===== config.mk =====
export PLATFORM = sky130hd
export DESIGN_NAME = load_use_guard
export DESIGN_NICKNAME = d
export VERILOG_FILES = /design/src/rtl/load_use_guard_pkg.sv /design/src/rtl/load_use_match.sv /design/src/rtl/load_use_fsm.sv /design/src/rtl/load_use_guard.sv
export SDC_FILE = /design/constraint.sdc
export NUM_CORES = 1
export LEC_CHECK = 0
export BUFFER_PORTS_ARGS = -buffer_cell sky130_fd_sc_hd__buf_4
export CORE_AREA = 2 2 39 41
export DETAILED_ROUTE_END_ITERATION = 10
export DIE_AREA = 0 0 41 43
export PLACE_DENSITY = 0.41
export SLEW_MARGIN = 20
export SYNTH_ARGS = -nofsm -noshare
export SYNTH_HDL_FRONTEND = slang
export SYNTH_HIERARCHICAL = 1
export SYNTH_SLANG_ARGS = --single-unit

===== constraint.sdc =====
create_clock -name clk -period 1.1 [get_ports clk]
set_input_delay 0.11 -clock clk [delete_from_list [all_inputs] [get_ports clk]]
set_output_delay 0.11 -clock clk [all_outputs]
set_load 0.03 [all_outputs]

===== src/rtl/load_use_guard_pkg.sv =====
package load_use_guard_pkg;
    // FLOW: normal issue; HOLD: cycle following a stall, bubble in execute
    typedef enum logic [0:0] {
        ST_FLOW = 1'b0,
        ST_HOLD = 1'b1
    } guard_state_e;

    localparam int NUM_SRC = 2;
endpackage


===== src/rtl/load_use_match.sv =====
module load_use_match #(
    parameter int AW = 5
) (
    input  logic [AW-1:0] src,
    input  logic [AW-1:0] dst,
    output logic          hit
);
    // register 0 is hard-wired and is never a real dependence
    always_comb begin
        hit = (src == dst) && (dst != '0);
    end
endmodule


===== src/rtl/load_use_fsm.sv =====
module load_use_fsm
    import load_use_guard_pkg::*;
(
    input  logic clk,
    input  logic rst_n,
    input  logic hazard,
    output logic stall
);
    guard_state_e state_q;
    guard_state_e state_d;

    always_ff @(posedge clk) begin
        if (!rst_n) begin
            state_q <= ST_FLOW;
        end else begin
            state_q <= state_d;
        end
    end

    always_comb begin
        state_d = state_q;
        unique case (state_q)
            ST_FLOW: if (hazard) state_d = ST_HOLD;
            ST_HOLD: state_d = ST_FLOW;
            default: state_d = ST_FLOW;
        endcase
    end

    always_comb begin
        stall = 1'b0;
        unique case (state_q)
            ST_FLOW: stall = hazard && rst_n;
            ST_HOLD: stall = 1'b0;
            default: stall = 1'b0;
        endcase
    end
endmodule


===== src/rtl/load_use_guard.sv =====
module load_use_guard
    import load_use_guard_pkg::*;
#(
    parameter int AW = 5
) (
    input  logic          clk,
    input  logic          rst_n,
    input  logic [AW-1:0] id_src_a,
    input  logic [AW-1:0] id_src_b,
    input  logic [AW-1:0] ex_dst,
    input  logic          ex_is_load,
    output logic          pc_we,
    output logic          ifid_we,
    output logic          ctrl_clr
);
    logic [NUM_SRC-1:0][AW-1:0] srcs;
    logic [NUM_SRC-1:0]         hits;
    logic                       hazard;
    logic                       stall;

    assign srcs[0] = id_src_a;
    assign srcs[1] = id_src_b;

    for (genvar g = 0; g < NUM_SRC; g++) begin : g_cmp
        load_use_match #(.AW(AW)) u_match (
            .src (srcs[g]),
            .dst (ex_dst),
            .hit (hits[g])
        );
    end

    assign hazard = ex_is_load && (|hits);

    load_use_fsm u_fsm (
        .clk    (clk),
        .rst_n  (rst_n),
        .hazard (hazard),
        .stall  (stall)
    );

    assign pc_we    = !stall;
    assign ifid_we  = !stall;
    assign ctrl_clr = stall;
endmodule


After elaboration in Yosys (flattened, before gate mapping)
Cells that the tools add are included.
{"block": "classes", "eq_ne": 2, "bitwise_logic": 1, "mux": 3, "n_reduce_logical": 7}
{"operator": "$eq A5 B5 Y1", "n": 2}
{"operator": "$reduce_bool A5 Y1", "n": 1}
{"operator": "$logic_and A1 B1 Y1", "n": 4}
{"operator": "$pmux W1 S2", "n": 2}
{"operator": "$reduce_or A2 Y1", "n": 1}
{"operator": "$logic_not A1 Y1", "n": 1}
{"operator": "$mux W1", "n": 1}
{"operator": "$not A1 Y1", "n": 1}
{"block": "totals", "out_inout_bits": 3, "reg_bits": 1}

Depth between registers and ports, before layout
Gate-level depths: netlist of run 1.
{"block": "logic_depth", "word_depth": 7, "depth_mapped": 7, "ltp_nobuf": 6}

Modules after synthesis
The synthesis of run 1 kept the hierarchy.
{"mod": "load_use_match", "area_per_inst_um2": 70.1, "cells_per_inst": 9, "seq_area_each_um2": 0.0, "n_inst": 2}
{"mod": "load_use_fsm", "area_per_inst_um2": 37.5, "cells_per_inst": 3, "seq_area_each_um2": 20.0, "n_inst": 1}
{"mod": "load_use_guard", "area_per_inst_um2": 18.8, "cells_per_inst": 3, "seq_area_each_um2": 0.0, "n_inst": 1}

Least setup slack after synthesis of run 1
OpenSTA, ideal clock, no wires.
{"block": "synth_timing", "kind": "input to output", "startpoint": "in ex_dst[0]", "endpoint": "out pc_we", "stages": 6, "arrival_ps": 1454, "slack_ps": -464, "path_buffers": 1, "required_time_ps": 990, "path_cell_list": "o41ai_2 a21oi_1 o21a_1 and3b_1 inv_1 buf_4"}
{"block": "synth_via", "elab_chain_len": 7, "word_cells_on_any_way": 10}
{"item": "start: declaration", "line_no": "load_use_guard.sv:10", "text": "input logic [AW-1:0] ex_dst,"}
{"item": "$eq A5 B5 Y1 / $reduce_bool A5 Y1 (equally long branches)", "line_no": "load_use_match.sv:10", "text": "hit = (src == dst) && (dst != '0);"}
{"item": "$logic_and A1 B1 Y1 (*)", "line_no": "load_use_match.sv:10"}
{"item": "net hits[1]", "line_no": "load_use_guard.sv:17", "text": "logic [NUM_SRC-1:0] hits;"}
{"item": "$reduce_or A2 Y1 (*)", "line_no": "load_use_guard.sv:32", "text": "assign hazard = ex_is_load && (|hits);"}
{"item": "$logic_and A1 B1 Y1 (*)", "line_no": "load_use_guard.sv:32"}
{"item": "net hazard", "line_no": "load_use_guard.sv:18", "text": "logic hazard;"}
{"item": "$logic_and A1 B1 Y1 (*)", "line_no": "load_use_fsm.sv:32", "text": "ST_FLOW: stall = hazard && rst_n;"}
{"item": "$pmux W1 S2 (*)", "line_no": "load_use_fsm.sv:31", "text": "unique case (state_q)"}
{"item": "net ctrl_clr", "line_no": "load_use_guard.sv:14", "text": "output logic ctrl_clr"}
{"item": "$logic_not A1 Y1 (*)"}
{"item": "end: declaration", "line_no": "load_use_guard.sv:12", "text": "output logic pc_we,"}
Mark *: on every way through the listed nets, which the timed path passes. The rest lies on a longest branch.

Final worst setup path of run 1
{"block": "layout_timing", "startpoint": "in ex_dst[0]", "endpoint": "out pc_we"}
{"block": "layout_via", "elab_chain_len": 7, "word_cells_on_any_way": 10}
{"item": "$eq A5 B5 Y1 / $reduce_bool A5 Y1 (equally long branches)", "line_no": "load_use_match.sv:10"}
{"item": "$logic_and A1 B1 Y1 (*)", "line_no": "load_use_match.sv:10"}
{"item": "net hits[1]", "line_no": "load_use_guard.sv:17"}
{"item": "$reduce_or A2 Y1 (*)", "line_no": "load_use_guard.sv:32"}
{"item": "$logic_and A1 B1 Y1 (*)", "line_no": "load_use_guard.sv:32"}
{"item": "net hazard", "line_no": "load_use_guard.sv:18"}
{"item": "$logic_and A1 B1 Y1 (*)", "line_no": "load_use_fsm.sv:32"}
{"item": "$pmux W1 S2 (*)", "line_no": "load_use_fsm.sv:31"}
{"item": "$logic_not A1 Y1 (*)", "line_no": "load_use_guard.sv:41", "text": "assign pc_we = !stall;"}
Marked as above.

==> results by group, run 1 <==
Power and ir drop
  – Sw Share: 0.304
  – Clock Power Share: 0
  – Pwr Total: ~0.18 mW
  – Sw power: ~0.053 mW
  – Peak supply drop: between 150 and 200 µV
  – Logic gate share of total power: 0.784
  – Leakage power: 0.178 nW
  – Internal power: about 0.12 mW
  – Reg power frac: 0.216
  – PwrDens: approximately 400 nW/µm²

Yosys
  – Yosys reg bits: 1
  – Syn Inst Count: 24
  – Cell Area, Synth: 196 µm²
  – Number of flops mapped to enable cells by yosys: 0
  – Syn Nets: 42
  – Synth Flop Type: dfxtp_1
  – Synth area leaders: xnor2_1 (36%), o41ai_2 (17%), dfxtp_1 (10%)
  – Post-synth ARST share: 0
  – Area leader, netlist: xnor2_1
  – Synth warn: 6
  – Post-synth cell types: 11
  – Synth top area share: 0.357
  – Top-count cell post-synth: xnor2_1
  – Register area share after synthesis: 0.102
  – Avg Inst Size Synth: 8.18 µm²

Clocking
  – Hold Buf Count CTS: 0
  – Worst skew pair latency: 0 ps
  – Setup bufs post-CTS: 0
  – Worst-path clk slew: 0 ps

Cells and area
  – Share of layout cells above drive strength 1: 0.628
  – Layout Utilization: 0.312
  – Fillers: 163
  – Max reg flops: 1
  – Antenna cells: 0
  – Biggest regs: u_fsm/state_q x1
  – Biggest register: u_fsm/state_q
  – Layout net count: 63
  – Post-route cell area: 432 µm²
  – Layout overhead on the synthesized area: 120%

Worst setup path
  – CP startpoint kind: input port
  – Critical Path End Type: output pin
  – Worst EP arrival: around 1200 ps
  – Crit-path max FO: 4
  – WS Path Type: input port to output pin
  – Critical path required time: approximately 1000 ps

Floorplanning
  – Die W: between 40 and 50 µm
  – Row cnt: 14
  – Die area: about 1800 µm²
  – Initial core utilization: 0.142
  – CORE AREA: ~1400 µm²
  – I/O pin cnt: 21
  – Die span in y: between 40 and 50 µm

Flow run
  – Max-cap viol count: 0

STA
  – Worst Clk Skew: 0 ps
  – Worst Max-Slew Pin Slew: ~250 ps
  – Final worst-path cycle share: 1.23
  – F_max: around 740 MHz
  – Unrepaired setup endpoints after global routing: true
  – Fin Setup TNS: -765 ps
  – Max-Slew Margin vs Limit: 0.835
  – Setup ws final: -248 ps
  – Minimum period implied by the final worst setup slack: ~1300 ps
  – Final Hold Vio Count: 0
  – Slew Viols, Final: 0
  – Final setup violation count: 4
  – Hold WS: around 360 ps

Run status
  – Failing checks: setup timing
  – Outcome: finished with violations

Placement
  – I/O Buffers: 20
  – Gpl congestion: ~0.60
  – Placement Cell Area: 363 µm²

Routing
  – DR WL/cell: about 8.9 µm
  – Routed vias: roughly 240
  – Routed wire length: around 520 µm
  – Post-route ant nets: 0
  – DRC: 0
  – Vias per inst: roughly 4.0
  – Detailed Routing Iterations Pass 1: 2
  – Initial drt markers: 3

Global route
  – Overflow after GRT: 0
  – Vias in the first global route: 208
  – Tot GR Track Use: 0.0611
  – Antenna violations before repair: 0
  – Largest net degree at the start of global routing: 5
  – Global-route wire length before repair: around 790 µm

Min path
  – Hold crit path type: input port to flop
[cell type report]
type	instances	area [µm²]	area share
inverters	1	6.26	0.0145
well taps	16	20.0	0.0464
repair buffers	20	181	0.420
flip-flops and latches	1	20.0	0.0464
multi-input cells	21	204	0.472
[path summary, 6_finish.rpt]
check	from	endpoint	slack, ps	cells past startpoint
setup / recovery	ex_dst[0]	pc_we	-250	7
hold / removal	rst_n	u_fsm/state_q	360	2
setup reg to reg	u_fsm/state_q	u_fsm/state_q	520	1
hold reg to reg	u_fsm/state_q	u_fsm/state_q	510	1
[timing repair]
action | in CTS | in global routing
resized for setup | 5 | 8
pin swaps | 6 | 7
setup endpoints to repair | 4 | 4
[power by group through the flow]
stage,clock network [mW],registers (mW),logic (mW)
finish,0,0.0378,0.137
global route,0,0.0379,0.148
CTS,0,0.0378,0.118
detailed placement,0,0.0378,0.113
global placement,0,0.0378,0.113
floorplan,0,0.0378,0.0450
[layout by cell type (no fill, tap or decap), drive strengths merged]
master  Yosys  final
o21a        1      1
xnor2       8      8
and3b       2      2
nand4       2      2
o41ai       2      2
nor2        2      2
buf         1     20
nand2       2      2
inv         1      1
a21oi       2      2
dfxtp       1      1
[routing by layer]
layer,GRT usage,share of wire,up-vias,wire [µm]
li1,-,-,123,-
met1,0.0924,0.40,101,208
met2,0.100,0.49,13,255
met3,0,0.11,0,59
met4,0,0,0,0
met5,0,0,-,0
[metrics by stage]
step                      instances  worst slack [ps]
after floorplan                  24              -241
after global placement           59              -290
after detailed placement         59              -302
after CTS                        59              -258
after global routing             59              -301
final                            59              -248
[cell families after synthesis]
kind of cell / Yosys count / synth area share
xor gates and xnor gates: 8 / 0.357
and+or+nand+nor: 8 / 0.229
AOI/OAI and AO/OA: 5 / 0.255
buffers and inverters: 2 / 0.0573
DFF: 1 / 0.102
[critical path, stage by stage]
cell	delay, ps
buf_12	110
o41ai_4	340
a21oi_2	80
o21a_1	190
and3b_2	220
inv_4	60
buf_6	120
(Power assumes the default switching activity.)
==> run 2: changes to the inputs <==
==> constraint.sdc (replaced) <==
create_clock -name clk -period 1.1 [get_ports clk]
set_input_delay 0.22 -clock clk [delete_from_list [all_inputs] [get_ports clk]]
set_output_delay 0.22 -clock clk [all_outputs]
set_load 0.03 [all_outputs]
==> results by group, run 2 (synthesis results as in run 1) <==
STA
  – Fin Setup TNS: -1470 ps
  – Worst Clk Skew: 0 ps
  – Final Hold Vio Count: 0
  – Final worst-path cycle share: 1.41
  – Slew Viols, Final: 0
  – Max-Slew Margin vs Limit: 0.854
  – Final setup violation count: 4
  – Minimum period implied by the final worst setup slack: 1550 ps
  – Setup ws final: -449 ps
  – F_max: roughly 650 MHz
  – Worst Max-Slew Pin Slew: ~220 ps
  – Unrepaired setup endpoints after global routing: true
  – Hold WS: roughly 480 ps

Worst setup path
  – CP startpoint kind: input port
  – Worst EP arrival: between 1000 and 1500 ps
  – Critical Path End Type: output pin
  – WS Path Type: input port to output pin
  – Crit-path max FO: 4
  – Critical path required time: between 800 and 900 ps
  – R2R cell count: 1

Cells and area
  – Area occupied by registers: roughly 20 µm²
  – Most frequent cells in the layout: buf_4 (16), xnor2_1 (6), buf_6 (3)
  – Fillers: between 150 and 200
  – Commonest non-fill, non-tap cell in the layout: buf_4
  – Max reg flops: 1
  – Share of layout cells above drive strength 1: 0.605
  – Layout net count: between 60 and 70
  – Layout Utilization: 0.295
  – Biggest register: u_fsm/state_q
  – Biggest regs: u_fsm/state_q x1
  – Layout overhead on the synthesized area: 108%
  – Antenna cells: 0
  – Footprint of the multi-input gates: 193 µm²
  – Post-route cell area: 408 µm²

Placement
  – I/O Buffers: 20
  – Placement Cell Area: 363 µm²
  – Gpl congestion: about 0.66

Min path
  – WHS Path Cells: 2
  – Hold crit path type: input port to flop

Global route
  – Largest net degree at the start of global routing: 5
  – Antenna violations before repair: 0
  – Global-route wire length before repair: 738 µm
  – Vias in the first global route: roughly 190
  – Tot GR Track Use: 0.0570
  – Overflow after GRT: 0

Power and ir drop
  – Internal power: approximately 0.12 mW
  – Peak supply drop: 207 µV
  – Pwr Total: roughly 0.16 mW
  – Sw power: 0.0477 mW
  – Leakage power: approximately 0.18 nW
  – PwrDens: slightly above 400 nW/µm²
  – Logic gate share of total power: 0.771
  – Reg power frac: 0.229
  – Sw Share: 0.289
  – Clock Power Share: 0

Routing
  – Routed wire length: just under 500 µm
  – Routed vias: 232
  – Vias per inst: 3.93
  – Detailed Routing Iterations Pass 1: 1
  – Initial drt markers: 0
  – DR WL/cell: 8.25 µm
  – DRC: 0
  – Post-route ant nets: 0

Floorplanning
  – CORE AREA: about 1400 µm²
  – Die W: 41 µm
  – Die span in y: ~43 µm
  – Row cnt: 14
  – I/O pin cnt: 21
  – Initial core utilization: 0.142
  – Die area: around 1800 µm²

Run status
  – Outcome: finished with violations
  – Failing checks: setup timing

Clocking
  – Hold Buf Count CTS: 0
  – Worst skew pair latency: 0 ps
  – Setup bufs post-CTS: 0
  – Worst-path clk slew: 0 ps

Flow run
  – Max-cap viol count: 0
run 2: per-stage QoR:
stage / setup WS, ps / std cells
finish: -449 / 59
global route: -500 / 59
CTS: -475 / 59
detailed placement: -515 / 59
global placement: -513 / 59
floorplan: -461 / 24
run 2: worst paths after layout:
check	from	to	slack [ps]
worst min register to register	u_fsm/state_q	u_fsm/state_q	520
worst max register to register	u_fsm/state_q	u_fsm/state_q	520
worst max-delay path	ex_dst[1]	pc_we	-450
worst min-delay path	rst_n	u_fsm/state_q	480
run 2: timing repair:
action	in CTS	in global routing
pin swaps	6	3
setup endpoints to repair	4	4
gates resized for setup	5	3
run 2: critical path, stage by stage:
cell,delay (ps)
buf_8,110
o41ai_2,310
a21oi_1,100
o21a_1,190
and3b_2,220
inv_4,60
buf_6,120
run 2: cell type report:
cell class | count | share of cell area
well taps | 16 | 0.0491
flip-flops and latches | 1 | 0.0491
repair buffers | 20 | 0.414
multi-input cells | 21 | 0.472
inverters | 1 | 0.0153
run 2: power by group through the flow:
stage	clock network (mW)	logic, mW	registers (mW)
after floorplan	0	0.0450	0.0378
after global placement	0	0.113	0.0378
after detailed placement	0	0.112	0.0378
after CTS	0	0.118	0.0378
after global routing	0	0.139	0.0379
final	0	0.127	0.0378
run 2: routing by layer:
layer / track usage / part of all wire / vias to the layer above
li1: - / - / 125
met2: 0.0938 / 0.45 / 13
met3: 0 / 0.13 / 0
met4: 0 / 0 / 0
met1: 0.0857 / 0.42 / 94
met5: 0 / 0 / -
